File: config.mk
export PLATFORM = sky130hd
export DESIGN_NAME = dram_bank_seq
export DESIGN_NICKNAME = d
export VERILOG_FILES = /design/src/rtl/dram_bank_seq.sv
export SDC_FILE = /design/constraint.sdc
export NUM_CORES = 1
export LEC_CHECK = 0
export BUFFER_PORTS_ARGS = -buffer_cell sky130_fd_sc_hd__buf_2
export CAP_MARGIN = 20
export CORE_ASPECT_RATIO = 1.5
export CORE_MARGIN = 1
export CORE_UTILIZATION = 48
export DETAILED_ROUTE_END_ITERATION = 8
export MAX_ROUTING_LAYER = met4
export PLACE_DENSITY_LB_ADDON = 0.05
export RECOVER_POWER = 50
export SYNTH_ARGS = -nofsm -noshare
export SYNTH_HDL_FRONTEND = slang
export SYNTH_SLANG_ARGS = --single-unit
File: constraint.sdc
create_clock -name clk -period 5.1 [get_ports clk]
set_clock_uncertainty 0.05 [all_clocks]
set_input_delay 0.765 -clock clk [delete_from_list [all_inputs] [get_ports clk]]
set_output_delay 0.765 -clock clk [all_outputs]
set_load 0.01 [all_outputs]
File: src/rtl/dram_bank_seq.sv
module dram_bank_seq #(
  parameter int ROW_W = 13,
  parameter int COL_W = 10,
  parameter int TW    = 4
) (
  input  logic             clk,
  input  logic             rst_n,
  input  logic             req_valid,
  output logic             req_ready,
  input  logic             req_write,
  input  logic [ROW_W-1:0] req_row,
  input  logic [COL_W-1:0] req_col,
  input  logic [TW-1:0]    cfg_cl,
  input  logic [TW-1:0]    cfg_trcd,
  input  logic [TW-1:0]    cfg_trp,
  input  logic [TW-1:0]    cfg_tras,
  input  logic [TW-1:0]    cfg_twr,
  output logic             cmd_act,
  output logic             cmd_pre,
  output logic             cmd_rd,
  output logic             cmd_wr,
  output logic [ROW_W-1:0] cmd_row,
  output logic [COL_W-1:0] cmd_col,
  output logic             rd_valid,
  output logic             done,
  output logic [1:0]       done_class
);
  localparam logic [TW-1:0] SAT = '1;
  localparam int PW = 1 << TW;

  typedef enum logic [1:0] {S_IDLE, S_PRE, S_ACT, S_COL} st_t;

  st_t              st;
  logic             row_open, r_write;
  logic [ROW_W-1:0] open_row, r_row;
  logic [COL_W-1:0] r_col;
  logic [1:0]       r_class;
  logic [TW-1:0]    p_cl, p_trcd, p_trp, p_tras, p_twr;
  logic [TW-1:0]    since_act, since_pre, since_wr;
  logic [PW-1:0]    rd_pipe;
  logic             accept, col_go;

  function automatic logic [TW-1:0] at_least_one(input logic [TW-1:0] v);
    return (v == '0) ? TW'(1) : v;
  endfunction

  assign req_ready = (st == S_IDLE);
  assign accept    = req_valid && req_ready;

  assign cmd_pre = (st == S_PRE) && (since_act >= p_tras) && (since_wr >= p_twr);
  assign cmd_act = (st == S_ACT) && (since_pre >= p_trp);
  assign col_go  = (st == S_COL) && (since_act >= p_trcd);
  assign cmd_rd  = col_go && !r_write;
  assign cmd_wr  = col_go && r_write;

  assign cmd_row    = r_row;
  assign cmd_col    = r_col;
  assign done       = col_go;
  assign done_class = r_class;
  assign rd_valid   = rd_pipe[0];

  always_ff @(posedge clk) begin
    if (!rst_n) begin
      st       <= S_IDLE;
      row_open <= 1'b0;
      open_row <= '0;
      r_write  <= 1'b0;
      r_row    <= '0;
      r_col    <= '0;
      r_class  <= 2'b00;
      p_cl     <= TW'(1);
      p_trcd   <= TW'(1);
      p_trp    <= TW'(1);
      p_tras   <= TW'(1);
      p_twr    <= TW'(1);
    end else begin
      unique case (st)
        S_IDLE: if (accept) begin
          r_write <= req_write;
          r_row   <= req_row;
          r_col   <= req_col;
          p_cl    <= at_least_one(cfg_cl);
          p_trcd  <= at_least_one(cfg_trcd);
          p_trp   <= at_least_one(cfg_trp);
          p_tras  <= at_least_one(cfg_tras);
          p_twr   <= at_least_one(cfg_twr);
          if (row_open && open_row == req_row) begin
            r_class <= 2'b00;
            st      <= S_COL;
          end else if (!row_open) begin
            r_class <= 2'b01;
            st      <= S_ACT;
          end else begin
            r_class <= 2'b10;
            st      <= S_PRE;
          end
        end
        S_PRE: if (cmd_pre) begin
          row_open <= 1'b0;
          st       <= S_ACT;
        end
        S_ACT: if (cmd_act) begin
          row_open <= 1'b1;
          open_row <= r_row;
          st       <= S_COL;
        end
        S_COL: if (col_go) st <= S_IDLE;
        default: st <= S_IDLE;
      endcase
    end
  end

  always_ff @(posedge clk) begin
    if (!rst_n) begin
      since_act <= SAT;
      since_pre <= SAT;
      since_wr  <= SAT;
      rd_pipe   <= '0;
    end else begin
      since_act <= cmd_act ? TW'(1) : (since_act == SAT ? SAT : since_act + 1'b1);
      since_pre <= cmd_pre ? TW'(1) : (since_pre == SAT ? SAT : since_pre + 1'b1);
      since_wr  <= cmd_wr  ? TW'(1) : (since_wr  == SAT ? SAT : since_wr  + 1'b1);
      rd_pipe   <= (rd_pipe >> 1) | (cmd_rd ? (PW'(1) << (p_cl - 1'b1)) : '0);
    end
  end

  // one command per cycle
  a_r10_single_cmd: assert property (@(posedge clk) disable iff (!rst_n)
    $onehot0({cmd_act, cmd_pre, cmd_rd, cmd_wr}));

  // precharge only closes an open row
  a_r5_pre_needs_open: assert property (@(posedge clk) disable iff (!rst_n)
    cmd_pre |-> row_open);

  // activate only into a closed bank
  a_r4_act_needs_closed: assert property (@(posedge clk) disable iff (!rst_n)
    cmd_act |-> !row_open);

  // ready drops after a request is taken
  a_r2_busy_after_accept: assert property (@(posedge clk) disable iff (!rst_n)
    (req_valid && req_ready) |=> !req_ready);

  // ready returns after the column command
  a_r2_ready_after_col: assert property (@(posedge clk) disable iff (!rst_n)
    (cmd_rd || cmd_wr) |=> req_ready);

  // a column command always targets an open row
  a_r12_col_on_open_row: assert property (@(posedge clk) disable iff (!rst_n)
    (cmd_rd || cmd_wr) |-> (row_open && open_row == cmd_row));

  // no precharge in the cycle right after an activate
  a_r6_no_pre_after_act: assert property (@(posedge clk) disable iff (!rst_n)
    cmd_act |=> !cmd_pre);
endmodule

# After elaboration in Yosys (flattened, before gate mapping)
# Cells that the tools add are included.
# totals
out_inout_bits,32
wordCells,88
regBits,90
# op_classes
magnitude_cmp,4
n_addsub,4
eq_ne,11
muxes,24
n_reduce_logical,23
n_bitwise,2
shifts,1
# ops
cell,count
$mux W4,11
$logic_not A4 Y1,5
$ge A4 B4 Y1,4
$mux W16,1
$mux W2,8
$or A15 B16 Y16,1
$shl A1 B4 Y16 const A,1
$eq A13 B13 Y1,1
$add A4 B1 Y4 const B,3
$eq A4 B4 Y1 const B,3
$reduce_or A3 Y1,3
$logic_and A1 B1 Y1,8
$pmux W2 S4,1
$ne A2 B2 Y1 const B,3
$eq A2 B2 Y1 const B,2
$reduce_and A2 Y1,2
$reduce_and A4 Y1,1
$sub A4 B1 Y4 const B,1
$reduce_and A3 Y1,1
$eq A2 B1 Y1 const B,1
$logic_not A2 Y1,1
$mux W1,2
$ne A2 B1 Y1 const B,1
$pmux W1 S2,1
3 further kinds,3

# Depth between registers and ports, before layout
# depth
word_depth,5
ltp_mapped,9
depth_no_buf,7

# Worst setup path after synthesis
# No wires, ideal clock.
# synth_timing
path_type,flip-flop to output port
from,register since_act[0]
to,output cmd_wr
required_time_ns,4.285
n_path_buf,0
arrival_ns,1.549
setup_slack_ns,2.736
path_stages_with_launch,7
cell_sequence,dfxtp_1 -> inv_1 -> ha_1 -> nand2b_4 -> a2111oi_4 -> nor3b_1 -> and2_1
# synth_via
elab_chain_len,3
# synth_rtl
item,line_no,source
from (decl),39,"logic [TW-1:0] since_act, since_pre, since_wr;"
from (signal assigned),120,since_act <= cmd_act ? TW'(1) : (since_act == SAT ? SAT : since_act + 1'b1);
$ge A4 B4 Y1,52,assign col_go = (st == S_COL) && (since_act >= p_trcd);
$logic_and A1 B1 Y1,52,
named net done,25,"output logic done,"
$logic_and A1 B1 Y1,54,assign cmd_wr = col_go && r_write;
to (decl),21,"output logic cmd_wr,"
# The timed path passes the listed nets, and every way through them passes these cells.

==> results.cfg <==
[outcome]
status = finished with violations
violations = max-capacitance violations, max-slew violations

[drt]
first_pass_iters = 4
wl_per_cell_um = 13.99
antenna_left = 0
wirelength_um = 8953
drc = 0
route.vias.total = 3341
drt_iter0_markers = 158
viasPerCell = 5.220

[place]
portBuffers = 78
placed_area_sq_um = 4642
dp_hpwl_um = 6179
place.gp.congestion = 0.8082
place_inst = 624

[floorplanning]
core_sq_um = 8464
start_util_pct = 49.58
die_h_um = 116.5
ios = 79
die-area_sq_um = 9128
die_w_um = 78.35
fp-row-count = 41

[worst_setup_path]
crit_chain = clkbuf_1 -> clkbuf_1 -> nor2b_1 -> a32o_1
required_ps = 5330
slowest_stage = clkbuf_1
cpMostUsedCell = clkbuf_1
slowest_delay_ps = 1310
arrival_ps = 3850
critPathLaunchType = input port
r2r_slack_ps = 2580
crit_type = in -> reg
crit_fanout = 53
crit_path_end_kind = flip-flop

[grt]
track_usage_pct = 21.75
grt_max_degree = 54
antenna_found_initial = 0
grt_pass1_vias = 3211
grt_pass1_wl_um = 14730
grt-ovfl-total = 0

[worst_hold_path]
hold_path_class = reg -> reg

[timing]
setup_viol = 0
fmax_ghz = 0.2767
maxSlewViolCount = 98
rsz0062_at_grt = false
fin_crit_ps = 3614
holdWs_ps = 383.3
hold_violations = 0
fin_crit_sh_pct = 70.85
fin_tns_setup_ps = 0
worst_slew_pin_slew_ps = 1869
max_slew_margin_pct = -24.61

[synth]
synthFlopType = dfxtp_1
synth_area_sq_um = 4197
synth_cell_types = 51
syn_inst = 460
postSynth.asyncResetShare_pct = 0
synth_edf_count = 0
synth_area_per_cell_sq_um = 9.123
syn-num-nets = 532
ys_warn_count = 0
seq_area_frac_synth_pct = 42.93
synth_seq_cells = 90

[clocking]
clock-sinks = 90
cts_max_path_buffers = 2
clk_latency_ps = 350
path_clk_slew_ps = 70
post_cts_buffers = 0
numCtsBuffers = 9
clockRootBuffer = clkbuf_16
cts-resized-gates = 0
cts_tree = done
hold_buffers = 0
htree_num_levels = 3

[layout]
diodes = 0
fin_nets = 600
fin_area_sq_um = 4956
final_cell_mix = dfxtp_1 (90), nand2_1 (88), buf_2 (51)
drive_gt1_share_pct = 15.20
final_core_util_pct = 58.55
stdcell_count = 640
final_common_cell = dfxtp_1
synthToLayoutAreaGrowth_pct = 18.10

[power]
ir_drop_uv = 283.0
power.leakage_nw = 1.966
p_per_area_nw_per_um2 = 507.7

[run]
drv_cap = 2
==> critical path, delay by kind of cell <==
family          cells  cell delay (ps)
buf+inv             2             2530
simple gates        1              320
compound gates      1              200
==> layout make-up <==
class	instances	area [sq um]
Clock inverter	7	126.4
Multi-Input combinational cell	324	2211
Sequential cell	90	1802
Inverter	22	82.58
Tap cell	107	133.9
Clock buffer	9	225.2
Timing Repair Buffer	81	375.4
Fill cell	808	3508
==> power breakdown <==
part | leakage (nW) | switching (mW) | total [mW] | internal, mW
Sequential | 0.735 | 0.0989 | 0.920 | 0.821
Clock | 0.168 | 0.293 | 0.777 | 0.484
Combinational | 1.06 | 0.473 | 0.820 | 0.347
Total | 1.97 | 0.865 | 2.52 | 1.65
==> synthesized netlist by cell type (all sizes together), types with 5 or more instances <==
master / count / area, sq um
dfxtp: 90 / 1802
nand2: 88 / 330.3
a21boi: 40 / 300.3
ha: 25 / 312.8
inv: 22 / 82.58
nor2b: 22 / 145.1
o21ai: 22 / 110.1
clkbuf: 18 / 67.56
mux2i: 16 / 160.2
nor3: 13 / 70.07
nor2: 10 / 37.54
xnor2: 9 / 78.83
and2: 8 / 50.05
a32o: 6 / 60.06
buf: 6 / 40.04
nand3: 6 / 30.03
xor2: 6 / 52.55
nand2b: 5 / 46.30
==> metal layers <==
layer  vias to the layer above  global-route usage [%]  wire (um)
met5                         -                       -          0
met4                         0                   11.11        200
met3                        11                   3.125        290
met2                        58                   38.07       4533
met1                      1555                   23.97       3929
li1                       1717                       -          -
==> cell families after synthesis <==
logic type	after synthesis	synth area share [%]
muxes	16	3.816
xor gates and xnor gates	15	3.131
buffers and inverters	46	4.532
adders and majority gates	25	7.454
and+or+nand+nor	169	20.04
DFF	90	42.93
AOI/OAI and AO/OA	99	18.10
==> registers in the layout (all words and copies together), names as in the netlist, 4 cells and up <==
| signal | cells |
|---|---|
| rd_pipe | 16 |
| cmd_row | 13 |
| p_twr | 4 |
| cmd_col | 10 |
| p_cl | 4 |
| since_act | 4 |
| since_wr | 4 |
| open_row | 13 |
| p_tras | 4 |
| since_pre | 4 |
| p_trp | 4 |
| p_trcd | 4 |
==> stage by stage <==
step / setup slack, ps / power, mW
floorplan: 2736 / 1.555
global placement: 2306 / 1.747
detailed placement: 2254 / 1.774
CTS: 1857 / 2.557
global route: 1021 / 2.685
finish: 1486 / 2.516
==> final timing paths <==
kind,startpoint,end,cells after the start
min,rd_pipe[4],rd_pipe[3],2
max reg2reg,since_act[2],rd_pipe[5],6
min reg2reg,rd_pipe[4],rd_pipe[3],2
max,rst_n,rd_pipe[5],4
Power figures use the tool's default switching activity.
